[src/rtl/gpio_pkg.sv]
package gpio_pkg;
    localparam int MAX_PINS = 32;

    typedef enum logic [1:0] {
        TRIG_RISE  = 2'd0,
        TRIG_FALL  = 2'd1,
        TRIG_BOTH  = 2'd2,
        TRIG_LEVEL = 2'd3
    } trig_e;

    localparam logic [1:0] WORD_DATA = 2'd0;
    localparam logic [1:0] WORD_DIR  = 2'd1;
    localparam logic [1:0] WORD_IEN  = 2'd2;
    localparam logic [1:0] WORD_EVT  = 2'd3;
endpackage

[src/rtl/pin_sync.sv]
module pin_sync #(
    parameter int W = 32
) (
    input  logic         clk,
    input  logic         rst_n,
    input  logic [W-1:0] d,
    output logic [W-1:0] q
);
    logic [W-1:0] stage1;

    always_ff @(posedge clk or negedge rst_n) begin
        if (!rst_n) begin
            stage1 <= '0;
            q      <= '0;
        end else begin
            stage1 <= d;
            q      <= stage1;
        end
    end
endmodule

[src/rtl/edge_event.sv]
module edge_event
    import gpio_pkg::*;
#(
    parameter int    W    = 32,
    parameter trig_e TRIG = TRIG_RISE
) (
    input  logic         clk,
    input  logic         rst_n,
    input  logic [W-1:0] lvl,
    output logic [W-1:0] evt
);
    logic [W-1:0] prev;

    always_ff @(posedge clk or negedge rst_n) begin
        if (!rst_n) prev <= '0;
        else        prev <= lvl;
    end

    generate
        if (TRIG == TRIG_RISE) begin : g_rise
            assign evt = lvl & ~prev;
        end else if (TRIG == TRIG_FALL) begin : g_fall
            assign evt = ~lvl & prev;
        end else begin : g_both
            assign evt = lvl ^ prev;
        end
    endgenerate
endmodule

[src/rtl/edge_capture.sv]
module edge_capture #(
    parameter int W = 32
) (
    input  logic         clk,
    input  logic         rst_n,
    input  logic [W-1:0] evt,
    input  logic         clr_en,
    input  logic [W-1:0] clr_bits,
    output logic [W-1:0] cap_q
);
    logic [W-1:0] clr_vec;

    always_comb begin
        clr_vec = clr_en ? clr_bits : '0;
    end

    always_ff @(posedge clk or negedge rst_n) begin
        if (!rst_n) cap_q <= '0;
        else        cap_q <= (cap_q & ~clr_vec) | evt;
    end

    AST_EDGE_WINS: assert property (@(posedge clk) disable iff (!rst_n)
        (evt != '0) |=> (($past(evt) & ~cap_q) == '0));

    AST_CLEAR_TAKES: assert property (@(posedge clk) disable iff (!rst_n)
        (clr_en && ((clr_bits & ~evt) != '0)) |=> (($past(clr_bits) & ~$past(evt) & cap_q) == '0));

    AST_CAP_HOLD: assert property (@(posedge clk) disable iff (!rst_n)
        (!clr_en && evt == '0) |=> $stable(cap_q));
endmodule

[src/rtl/pin_bank_ctl.sv]
module pin_bank_ctl
    import gpio_pkg::*;
#(
    parameter int    PIN_COUNT = 32,
    parameter trig_e TRIG      = TRIG_RISE
) (
    input  logic                clk,
    input  logic                rst_n,
    input  logic [1:0]          bus_word,
    input  logic                bus_wr,
    input  logic [31:0]         bus_wdata,
    output logic [31:0]         bus_rdata,
    input  logic [31:0]         pin_in,
    output logic [31:0]         pin_out,
    output logic [31:0]         pin_oe,
    output logic                irq
);
    localparam int          NPIN  = (PIN_COUNT > MAX_PINS) ? MAX_PINS : PIN_COUNT;
    localparam logic [31:0] VALID = {MAX_PINS{1'b1}} >> (MAX_PINS - NPIN);

    logic [31:0] sync_q;
    logic [31:0] pin_lvl;
    logic [31:0] evt_w;
    logic [31:0] cap_w;
    logic [31:0] out_q;
    logic [31:0] dir_q;
    logic [31:0] ien_q;
    logic        clr_en;

    pin_sync #(.W(MAX_PINS)) u_sync (
        .clk   (clk),
        .rst_n (rst_n),
        .d     (pin_in),
        .q     (sync_q)
    );

    assign pin_lvl = sync_q & VALID;

    generate
        if (TRIG == TRIG_LEVEL) begin : g_level
            assign evt_w = '0;
            assign irq   = |(pin_lvl & ien_q);

            AST_LEVEL_NOCAP: assert property (@(posedge clk) disable iff (!rst_n)
                cap_w == '0);
        end else begin : g_edge
            logic [31:0] raw_evt;

            edge_event #(.W(MAX_PINS), .TRIG(TRIG)) u_evt (
                .clk   (clk),
                .rst_n (rst_n),
                .lvl   (pin_lvl),
                .evt   (raw_evt)
            );

            assign evt_w = raw_evt & VALID;
            assign irq   = |(cap_w & ien_q);
        end
    endgenerate

    assign clr_en = bus_wr && (bus_word == WORD_EVT);

    edge_capture #(.W(MAX_PINS)) u_cap (
        .clk      (clk),
        .rst_n    (rst_n),
        .evt      (evt_w),
        .clr_en   (clr_en),
        .clr_bits (bus_wdata),
        .cap_q    (cap_w)
    );

    always_ff @(posedge clk or negedge rst_n) begin
        if (!rst_n) begin
            out_q <= '0;
            dir_q <= '0;
            ien_q <= '0;
        end else if (bus_wr) begin
            unique case (bus_word)
                WORD_DATA: out_q <= bus_wdata & VALID;
                WORD_DIR:  dir_q <= bus_wdata & VALID;
                WORD_IEN:  ien_q <= bus_wdata & VALID;
                default:   ;
            endcase
        end
    end

    always_comb begin
        unique case (bus_word)
            WORD_DATA: bus_rdata = pin_lvl;
            WORD_DIR:  bus_rdata = dir_q;
            WORD_IEN:  bus_rdata = ien_q;
            default:   bus_rdata = cap_w;
        endcase
    end

    assign pin_out = out_q;
    assign pin_oe  = dir_q;

    AST_UPPER_ZERO: assert property (@(posedge clk) disable iff (!rst_n)
        ((pin_out | pin_oe | cap_w) & ~VALID) == '0);

    AST_IEN_GATES: assert property (@(posedge clk) disable iff (!rst_n)
        (ien_q == '0) |-> !irq);

    AST_OE_FOLLOWS: assert property (@(posedge clk) disable iff (!rst_n)
        (bus_wr && bus_word == WORD_DIR) |=> (pin_oe == ($past(bus_wdata) & VALID)));
endmodule

[config.mk]
export PLATFORM = sky130hd
export DESIGN_NAME = pin_bank_ctl
export DESIGN_NICKNAME = d
export VERILOG_FILES = /design/src/rtl/gpio_pkg.sv /design/src/rtl/pin_sync.sv /design/src/rtl/edge_event.sv /design/src/rtl/edge_capture.sv /design/src/rtl/pin_bank_ctl.sv
export SDC_FILE = /design/constraint.sdc
export NUM_CORES = 1
export LEC_CHECK = 0
export ABC_AREA = 1
export CORE_AREA = 3 3 138 140
export CTS_CLUSTER_SIZE = 24
export DETAILED_ROUTE_END_ITERATION = 8
export DIE_AREA = 0 0 141 143
export HOLD_SLACK_MARGIN = 0.1
export PLACE_DENSITY = 0.74
export SYNTH_ARGS = -nofsm -noshare
export SYNTH_HDL_FRONTEND = slang
export SYNTH_SLANG_ARGS = --single-unit
[constraint.sdc]
create_clock -name clk -period 0.8 [get_ports clk]
set_input_delay 0.08 -clock clk [delete_from_list [all_inputs] [get_ports clk]]
set_output_delay 0.08 -clock clk [all_outputs]
set_load 0.02 [all_outputs]
==> results.sh <==
export IMPL_outcome="finished with violations"
export IMPL_violations_in_the_final_reports="negative setup slack"
export IMPL_root_buffer="clkbuf_16"
export IMPL_final_nets=1273
export IMPL_cts_buffers=23
export IMPL_worstSetupStartpointType="flip-flop"
export IMPL_synth_yosys_warnings=0
export IMPL_grt_start_max_net_pins=39
export IMPL_clock_fmax_ghz=0.600
export IMPL_cts_tree="yes"
export IMPL_vias_per_cell=5.12
export IMPL_synth_avg_cell_area_um2=10.0
export IMPL_port_buffer_count=165
export IMPL_clock_skew_final_ps=11.5
export IMPL_cellLeakagePower_nw=6.66
export IMPL_dp_final_hpwl_um=14800
export IMPL_vias=7413
export IMPL_worstMarginPinSlew_ps=396
export IMPL_layout_area_overhead_vs_synth_pct=73.6
export IMPL_total_power_w=0.0333
export IMPL_clock_sink_count=224
export IMPL_synth_distinct_cells=13
export IMPL_final_period_minus_worst_setup_slack_ps=1670
export IMPL_max_cap_viol_count=0
export IMPL_layout_cells_non_filler=1449
export IMPL_antennaDiodeCount=0
export IMPL_mappedNetlistNets=880
export IMPL_initial_utilization_pct=45.3
export IMPL_drt_first_iter_violations=361
export IMPL_final_max_slew_violation_count=0
export IMPL_timing_slew_headroom_pct=73.6
export IMPL_drive_gt1_share_pct=42.1
export IMPL_synth_seq_area_share_pct=68.9
export IMPL_ir_drop_mv=1.81
export IMPL_criticalPathCategory="reg2out"
export IMPL_cp_max_fo=2
export IMPL_report_final_hold_viol_count=0
export IMPL_core_area_um2=18000
export IMPL_final_setup_margin_ps=-867
export IMPL_floorplan_io_pins=166
export IMPL_finalSetupViolations=130
export IMPL_whs_ps=36.3
export IMPL_synthesis_area_um2=8140
export IMPL_drt_pass1_iter_count=5
export IMPL_die_area_um2=20200
export IMPL_gp_routability_congestion=0.800
export IMPL_drt_drc_violations_left=0
export IMPL_grt_overflow_total=0
export IMPL_num_rows=49
export IMPL_register_area_um2=5650
export IMPL_dp_cells=1311
export IMPL_critical_path_required_ps=720
export IMPL_power_density_nw_per_um2=2360
export IMPL_floorplan_die_height_um=143
export IMPL_grt_setup_unrepaired="yes"
export IMPL_number_of_global_route_vias_before_repair=7499
export IMPL_yosys_register_bits=224
export IMPL_area_taken_by_multi_input_logic_gates_um2=2600
export IMPL_crit_end_element="output pin"
export IMPL_ant_nets=0
export IMPL_grt_total_usage_pct=25.0
export IMPL_final_cycle_utilization_of_the_critical_path_pct=208
export IMPL_clk_pin_slew_worst_paths_ps=70
export IMPL_synth_cells=811
export IMPL_worst_case_clock_buffer_depth=3
export IMPL_clock_latency_ps=500
export IMPL_grt_pass1_wl_um=39600
export IMPL_cts_htree_levels=1
export IMPL_routed_wl_um=27400
export IMPL_filler_cell_count=1001
export IMPL_dieWidth_um=141
export IMPL_holdCritPathClass="in2async"
export IMPL_worstPathArrival_ps=1590
export IMPL_antenna_found_initial=0
export IMPL_routed_wire_length_per_instance_um=18.9
-- flip-flops by register name, summed over array words and instances (netlist names) --
name               count
g_edge.u_evt.prev     32
ien_q                 32
pin_oe                32
pin_out               32
u_cap.cap_q           32
u_sync.q              32
u_sync.stage1         32
-- where the power goes --
group	internal, W	switching [W]	total [W]
Combinational	0.00469	0.00404	0.00873
Clock	0.00682	0.00439	0.0112
Sequential	0.0125	0.000819	0.0134
Total	0.0240	0.00925	0.0333
-- worst max-delay path: stages, from the launching register on --
cell and delay [ps]:
dfrtp_1 410, nand2_1 100, nand2_2 90, nor2_4 110, nand2_1 70, nor2_2 120, nand2_2 60, buf_6 130
-- per-layer routing --
metal | routed length, µm | vias up | global-route usage, % | part of all wire (%)
met2 | 14400 | 261 | 43.0 | 52
met5 | 0 | - | 0 | 0
li1 | - | 3421 | - | -
met4 | 1060 | 0 | 9.59 | 3.8
met1 | 10500 | 3658 | 31.4 | 38
met3 | 1550 | 73 | 5.22 | 5.6
-- cells in the final DEF, fill, tap and decap left out --
cell type / n
buf_12: 25
buf_16: 9
buf_2: 2
buf_4: 61
buf_6: 198
buf_8: 4
bufinv_16: 4
clkbuf_1: 8
clkbuf_16: 26
clkbuf_2: 1
clkbuf_8: 2
clkdlybuf4s50_1: 64
clkinv_2: 3
clkinv_8: 1
dfrtp_1: 192
dfrtp_2: 32
dlygate4sd3_1: 33
inv_1: 63
inv_2: 3
inv_4: 1
nand2_1: 186
nand2_2: 91
nand2_4: 3
nand2_8: 3
nand4_1: 32
nor2_1: 4
nor2_2: 4
nor2_4: 5
o21ai_1: 124
o21ai_2: 35
o21ai_4: 1
-- final timing paths --
kind,start,end,slack [ps],cells past startpoint
max,ien_q[6],irq,-870,7
min,rst_n,u_sync.stage1[18],40,2
max reg2reg,pin_oe[12],pin_oe[12],-80,4
min reg2reg,u_sync.stage1[26],u_sync.q[26],340,0
max in group asynchronous,rst_n,pin_oe[8],190,3
min in group clk,bus_wdata[15],pin_oe[15],200,3
-- through the flow --
step	area, µm²	setup TNS [ps]	worst slack (ps)	utilization (%)
global route	14100	-50910	-956	78.7
finish	14100	-46130	-867	78.7
floorplan	8200	-346	-107	-
detailed placement	11300	-176110	-1240	62.8
CTS	13400	-46870	-856	74.5
global placement	11300	-169200	-1190	62.8
-- cell usage after synthesis --
library cell / count / share of area (%)
nand2_1: 280 / 13
dfrtp_1: 224 / 69
o21ai_1: 160 / 9.8
inv_1: 64 / 3.0
nand4_1: 32 / 2.5
buf_2: 21 / 1.3
nor2_1: 10 / 0.46
clkbuf_1: 7 / 0.32
buf_1: 5 / 0.23
inv_2: 3 / 0.14
nand2_2: 2 / 0.15
nor2_4: 2 / 0.28
nor2_2: 1 / 0.077
-- kinds of logic after synthesis --
group,synth area share [%]
compound gates,9.84
buf+inv,4.94
flops,68.9
simple gates,16.3
-- cell type report --
| class | instances | area share, % |
|---|---|---|
| inverters | 67 | 1.80 |
| repair buffers | 400 | 32.3 |
| clock buffers | 33 | 4.48 |
| well taps | 229 | 2.03 |
| clock inverters | 8 | 1.07 |
| flip-flops and latches | 224 | 40.0 |
| multi-input cells | 488 | 18.4 |
-- timing repair --
| item | in CTS | in global routing |
|---|---|---|
| hold endpoints to repair | 255 | 25 |
| pin swaps | 44 | 46 |
| buffers inserted | 35 | 55 |
| endpoints found under the setup margin | 225 | 190 |
| cloned | 10 | 4 |
| hold buffers | 32 | 1 |
| gates resized for setup | 727 | 154 |
Note: power is estimated with default switching activity, not from simulation.
